==> src/rtl/fsw_pkg.sv <==
package fsw_pkg;
  localparam int unsigned LANE_W       = 8;
  localparam int unsigned MODE_W       = 8;
  localparam int unsigned MODE_PRI_BIT = 7;
  localparam int unsigned MODE_FLD_W   = 2;

  function automatic logic mode_is_off(input logic [MODE_W-1:0] m);
    return m[MODE_FLD_W-1:0] == '0;
  endfunction
endpackage

==> src/rtl/fsw_mode.sv <==
module fsw_mode
  import fsw_pkg::*;
(
  input  logic              clk_i,
  input  logic              rst_ni,
  input  logic              we_i,
  input  logic [MODE_W-1:0] wdata_i,
  output logic [MODE_W-1:0] mode_o,
  output logic              off_o,
  output logic              pal_dirty_o
);
  logic [MODE_W-1:0] mode_q;
  logic              dirty_q;

  always_ff @(posedge clk_i or negedge rst_ni) begin
    if (!rst_ni) begin
      mode_q  <= '0;
      dirty_q <= 1'b0;
    end else begin
      dirty_q <= we_i && (wdata_i[MODE_PRI_BIT] != mode_q[MODE_PRI_BIT]);
      if (we_i) mode_q <= wdata_i;
    end
  end

  assign mode_o      = mode_q;
  assign off_o       = mode_is_off(mode_q);
  assign pal_dirty_o = dirty_q;
endmodule

==> src/rtl/fsw_select.sv <==
module fsw_select (
  input  logic clk_i,
  input  logic rst_ni,
  input  logic blank_i,
  input  logic we_i,
  input  logic wdata_i,
  output logic fs_o,
  output logic pend_o
);
  logic fs_q, pend_q, pval_q;

  always_ff @(posedge clk_i or negedge rst_ni) begin
    if (!rst_ni) begin
      fs_q   <= 1'b0;
      pend_q <= 1'b0;
      pval_q <= 1'b0;
    end else if (we_i) begin
      if (blank_i) begin
        fs_q   <= wdata_i;
        pend_q <= 1'b0;
      end else begin
        pend_q <= 1'b1;
        pval_q <= wdata_i;
      end
    end else if (pend_q && blank_i) begin
      fs_q   <= pval_q;
      pend_q <= 1'b0;
    end
  end

  assign fs_o   = fs_q;
  assign pend_o = pend_q;
endmodule

==> src/rtl/fsw_steer.sv <==
module fsw_steer
  import fsw_pkg::*;
#(
  parameter int unsigned BANK_AW = 17,
  parameter int unsigned DW      = 16,
  localparam int unsigned LANES  = DW / LANE_W,
  localparam int unsigned WAW    = BANK_AW - 1
) (
  input  logic             fs_i,
  input  logic             req_i,
  input  logic             we_i,
  input  logic [BANK_AW:0] addr_i,
  input  logic [LANES-1:0] be_i,
  input  logic [DW-1:0]    wdata_i,
  output logic             en_o,
  output logic             we_o,
  output logic             bank_o,
  output logic [WAW-1:0]   addr_o,
  output logic [LANES-1:0] be_o,
  output logic [DW-1:0]    wdata_o
);
  logic alias_sel;
  assign alias_sel = addr_i[BANK_AW];

  for (genvar l = 0; l < LANES; l++) begin : g_lane
    logic zero_lane;
    assign zero_lane = wdata_i[l*LANE_W +: LANE_W] == '0;
    // overwrite alias: zero byte is transparent
    assign be_o[l] = be_i[l] && !(alias_sel && zero_lane);
  end

  assign en_o    = req_i;
  assign we_o    = req_i && we_i;
  assign bank_o  = ~fs_i;
  assign addr_o  = addr_i[BANK_AW-1:1];
  assign wdata_o = wdata_i;
endmodule

==> src/rtl/frame_swap_ctrl.sv <==
module frame_swap_ctrl
  import fsw_pkg::*;
#(
  parameter int unsigned BANK_AW = 17,
  parameter int unsigned DW      = 16,
  localparam int unsigned LANES  = DW / LANE_W,
  localparam int unsigned WAW    = BANK_AW - 1
) (
  input  logic              clk_i,
  input  logic              rst_ni,
  input  logic              vblank_i,
  input  logic              mode_we_i,
  input  logic [MODE_W-1:0] mode_wdata_i,
  input  logic              fs_we_i,
  input  logic              fs_wdata_i,
  input  logic              cpu_req_i,
  input  logic              cpu_we_i,
  input  logic [BANK_AW:0]  cpu_addr_i,
  input  logic [LANES-1:0]  cpu_be_i,
  input  logic [DW-1:0]     cpu_wdata_i,
  output logic [DW-1:0]     cpu_rdata_o,
  output logic [MODE_W-1:0] mode_o,
  output logic              blank_o,
  output logic              pal_dirty_o,
  output logic              fs_status_o,
  output logic              fs_pend_o,
  output logic              scan_bank_o,
  output logic              mem_en_o,
  output logic              mem_we_o,
  output logic              mem_bank_o,
  output logic [WAW-1:0]    mem_addr_o,
  output logic [LANES-1:0]  mem_be_o,
  output logic [DW-1:0]     mem_wdata_o,
  input  logic [DW-1:0]     mem_rdata_i
);
  logic disp_off, blank, fs;

  fsw_mode u_mode (
    .clk_i       (clk_i),
    .rst_ni      (rst_ni),
    .we_i        (mode_we_i),
    .wdata_i     (mode_wdata_i),
    .mode_o      (mode_o),
    .off_o       (disp_off),
    .pal_dirty_o (pal_dirty_o)
  );

  assign blank = vblank_i || disp_off;

  fsw_select u_sel (
    .clk_i   (clk_i),
    .rst_ni  (rst_ni),
    .blank_i (blank),
    .we_i    (fs_we_i),
    .wdata_i (fs_wdata_i),
    .fs_o    (fs),
    .pend_o  (fs_pend_o)
  );

  fsw_steer #(.BANK_AW(BANK_AW), .DW(DW)) u_steer (
    .fs_i    (fs),
    .req_i   (cpu_req_i),
    .we_i    (cpu_we_i),
    .addr_i  (cpu_addr_i),
    .be_i    (cpu_be_i),
    .wdata_i (cpu_wdata_i),
    .en_o    (mem_en_o),
    .we_o    (mem_we_o),
    .bank_o  (mem_bank_o),
    .addr_o  (mem_addr_o),
    .be_o    (mem_be_o),
    .wdata_o (mem_wdata_o)
  );

  assign blank_o     = blank;
  assign fs_status_o = fs;
  assign scan_bank_o = fs;
  assign cpu_rdata_o = mem_rdata_i;
endmodule

==> config.mk <==
export PLATFORM = sky130hd
export DESIGN_NAME = frame_swap_ctrl
export DESIGN_NICKNAME = d
export VERILOG_FILES = /design/src/rtl/fsw_pkg.sv /design/src/rtl/fsw_mode.sv /design/src/rtl/fsw_select.sv /design/src/rtl/fsw_steer.sv /design/src/rtl/frame_swap_ctrl.sv
export SDC_FILE = /design/constraint.sdc
export NUM_CORES = 1
export LEC_CHECK = 0
export ABC_AREA = 1
export CAP_MARGIN = 15
export CORE_ASPECT_RATIO = 0.75
export CORE_MARGIN = 2
export CORE_UTILIZATION = 26
export CTS_CLUSTER_SIZE = 14
export DETAILED_ROUTE_END_ITERATION = 7
export PLACE_DENSITY_LB_ADDON = 0.25
export REMOVE_ABC_BUFFERS = 1
export SLEW_MARGIN = 5
export SYNTH_ARGS = -nofsm -noshare
export SYNTH_HDL_FRONTEND = slang
export SYNTH_SLANG_ARGS = --single-unit
==> constraint.sdc <==
create_clock -name clk_i -period 2.3 [get_ports clk_i]
set_clock_uncertainty 0.2 [all_clocks]
set_input_delay 0.46 -clock clk_i [delete_from_list [all_inputs] [get_ports clk_i]]
set_output_delay 0.46 -clock clk_i [all_outputs]
set_load 0.02 [all_outputs]
==> results of run 1 <==
## through the flow
step / instances / setup slack [ns]
2_1_floorplan: 68 / 0.773
3_3_place_gp: 190 / -0.172
3_5_place_dp: 190 / -0.182
4_1_cts: 193 / 0.00662
5_1_grt: 193 / 0.0190
6_report: 193 / 0.0730
## area by class of cell
class	count	area [sq um]	share of cell area, %
inverters	11	41.3	2.98
flip-flops and latches	12	300	21.6
multi-input cells	45	245	17.7
clock buffers	3	41.3	2.98
well taps	52	65.1	4.69
repair buffers	70	694	50.0
## sequential cells by signal, summed over array words and instances, names as in the netlist
signal	cells
u_sel.pend_o	1
u_mode.mode_o	8
u_mode.pal_dirty_o	1
u_sel.fs_o	1
u_sel.pval_q	1
## per-layer routing
metal  GRT usage, %  up-vias  wire [um]
li1               -      362          -
met1           18.5      334       1260
met2           15.5       85       1150
met3           17.1        2        739
met4           3.06        0         15
met5              0        -          0
## cell families (layout without fill, tap and decap cells)
| group | count (synthesis) | after routing | synth area share (%) |
|---|---|---|---|
| muxes | 6 | 6 | 8.87 |
| buffers and inverters | 62 | 84 | 44.0 |
| DFF | 12 | 12 | 30.8 |
| AOI/OAI and AO/OA | 3 | 3 | 1.54 |
| and+or+nand+nor | 36 | 36 | 14.8 |
## synthesized netlist by cell type
master / count / area [sq um]
nand2_1: 17 / 63.8
buf_6: 1 / 11.3
nand4_1: 1 / 6.26
dfrtp_1: 12 / 300
a21oi_1: 1 / 5.00
nand3_1: 5 / 25.0
nor2_1: 13 / 48.8
buf_4: 50 / 375
mux2_4: 5 / 75.1
o21ai_0: 2 / 10.0
inv_1: 11 / 41.3
mux2_2: 1 / 11.3
## power breakdown
| group | total (mW) | internal [mW] | leakage, nW | switching, mW |
|---|---|---|---|---|
| sequential | 0.249 | 0.235 | 0.145 | 0.0141 |
| clock | 0.183 | 0.115 | 0.0216 | 0.0687 |
| combinational | 0.275 | 0.154 | 0.471 | 0.121 |
## repair_timing
item | 4_1_cts | 5_1_grt
gates resized for setup | 4 | 2
endpoints found under the setup margin | 4 | 2
cloned | 0 | 0
## worst max-delay path by stage
stage	cells past startpoint	end	start
CTS	4	mem_we_o	cpu_req_i
global placement	6	mem_be_o[0]	cpu_wdata_i[2]
floorplan	4	mem_be_o[1]	cpu_wdata_i[11]
global route	6	mem_be_o[0]	cpu_wdata_i[2]
finish	2	mem_wdata_o[13]	cpu_wdata_i[13]
detailed placement	6	mem_be_o[0]	cpu_wdata_i[2]
## cells in the final DEF (no fill, tap or decap), drive strengths merged
| master | synthesis | layout |
|---|---|---|
| clkdlybuf4s50 | 0 | 63 |
| nand2 | 17 | 17 |
| nor2 | 13 | 13 |
| dfrtp | 12 | 12 |
| inv | 11 | 11 |
| mux2 | 6 | 6 |
| nand3 | 5 | 5 |
| clkbuf | 0 | 3 |
| dlygate4sd2 | 0 | 3 |
| o21ai | 2 | 2 |
| buf | 51 | 2 |
| a21oi | 1 | 1 |
| nand4 | 1 | 1 |
| clkdlybuf4s15 | 0 | 1 |
| dlymetal6s2s | 0 | 1 |
==> flow_metrics.env, run 1 <==
export IMPL_maxCapViolCount=0
export IMPL_final_util_pct=38.4
export IMPL_routed_via_density=4.06
export IMPL_core_area_sq_um=3610
export IMPL_path_buf_inv=2
export IMPL_antenna_found_initial=0
export IMPL_initial_core_util_pct=26.9
export IMPL_syn_inst=119
export IMPL_die_h_um=57.0
export IMPL_numCtsBuffers=3
export IMPL_dr_total_vias=783
export IMPL_hold_path_end="u_sel.pval_q"
export IMPL_path_common_cell="clkdlybuf4s50_1"
export IMPL_cp_top_family="buffers and inverters"
export IMPL_fp_dieArea_sq_um=4250
export IMPL_drive_gt1_share_pct=7.80
export IMPL_clk_latency_ns=0.24
export IMPL_rr_startpoint="u_mode.mode_o[0]"
export IMPL_nFillCells=374
export IMPL_cts_root_buf="clkbuf_8"
export IMPL_postRouteAntennaNets=0
export IMPL_rows=19
export IMPL_rsz0062_at_grt="false"
export IMPL_path_max_fanout=2
export IMPL_slew_limit_headroom_pct=62.6
export IMPL_whs_ns=0.283
export IMPL_cts_tree="yes"
export IMPL_worst_pin_slew_ns=0.559
export IMPL_wirelength_um=3170
export IMPL_drc=0
export IMPL_crit_path_start_kind="primary input"
export IMPL_post_dp_cell_area_sq_um=1350
export IMPL_port_buffers=68
export IMPL_cts_sinks=12
export IMPL_ys_warn_count=0
export IMPL_holdPathStages=2
export IMPL_io_pins=134
export IMPL_max_freq_ghz=0.449
export IMPL_r2r_end="u_sel.fs_o"
export IMPL_rrSetupSlack_ns=1.19
export IMPL_hold_violations=0
export IMPL_grt_usage_pct=14.6
export IMPL_hp_start="u_sel.pval_q"
export IMPL_hold_class="register to register"
export IMPL_status="finished clean"
export IMPL_synth_area_sq_um=973
export IMPL_yosysUniqueCellTypes=12
export IMPL_grt_pass1_wl_um=4400
export IMPL_min_period_ns=2.23
export IMPL_fin_nets=211
export IMPL_slew_viol_final=0
export IMPL_grt_pass1_vias=777
export IMPL_hpwl_um=2590
export IMPL_p_total_uw=708
export IMPL_cts_setup_buffers=0
export IMPL_crit_path_cell_trace="clkdlybuf4s50_1 -> clkdlybuf4s50_1"
export IMPL_ys_ff_latch=12
export IMPL_drt_wirelength_per_cell_um=16.4
export IMPL_clk_path_buf_depth=2
export IMPL_first_pass_iters=3
export IMPL_worstSetupEndpointType="output pin"
export IMPL_drt_iter0_markers=30
export IMPL_globalRoute_totalOverflow=0
export IMPL_postCtsHoldBufs=0
export IMPL_num_antenna_cells=0
export IMPL_post_route_period_util_pct=96.8
export IMPL_power_density_nw_per_um2=510
export IMPL_final_setup_tns_ns=0
export IMPL_die_x_um=74.7
export IMPL_cp_arrival_ns=1.57
export IMPL_htree_levels=1
export IMPL_grt_max_degree=13
export IMPL_power_leakage_nw=0.638
export IMPL_syn_area_per_cell_sq_um=8.18
export IMPL_final_area_sq_um=1390
export IMPL_critical_path_required_ns=1.64
export IMPL_critical_path_max_stage_delay_ns=0.62
export IMPL_cpMaxStageDelayCell="clkdlybuf4s50_1"
export IMPL_gp_congestion=0.719
export IMPL_setup_viol=0
export IMPL_ff2ff_path_depth=6
export IMPL_synth_seq_area_share_pct=30.8
export IMPL_area_growth_pct=42.5
export IMPL_vdd_ir_drop_max_mv=0.150
export IMPL_crit_type="primary input to output pin"
export IMPL_clkSlewWorstSetupHoldPaths_ns=0.05
No activity file was read; power rests on OpenSTA's default activity.
==> inputs of run 2 (changes only) <==
Settings changed: GPL_ROUTABILITY_DRIVEN from default to 1.
==> results of run 2 <==
No change in the layout: final DEF, timing and power equal those of run 1.
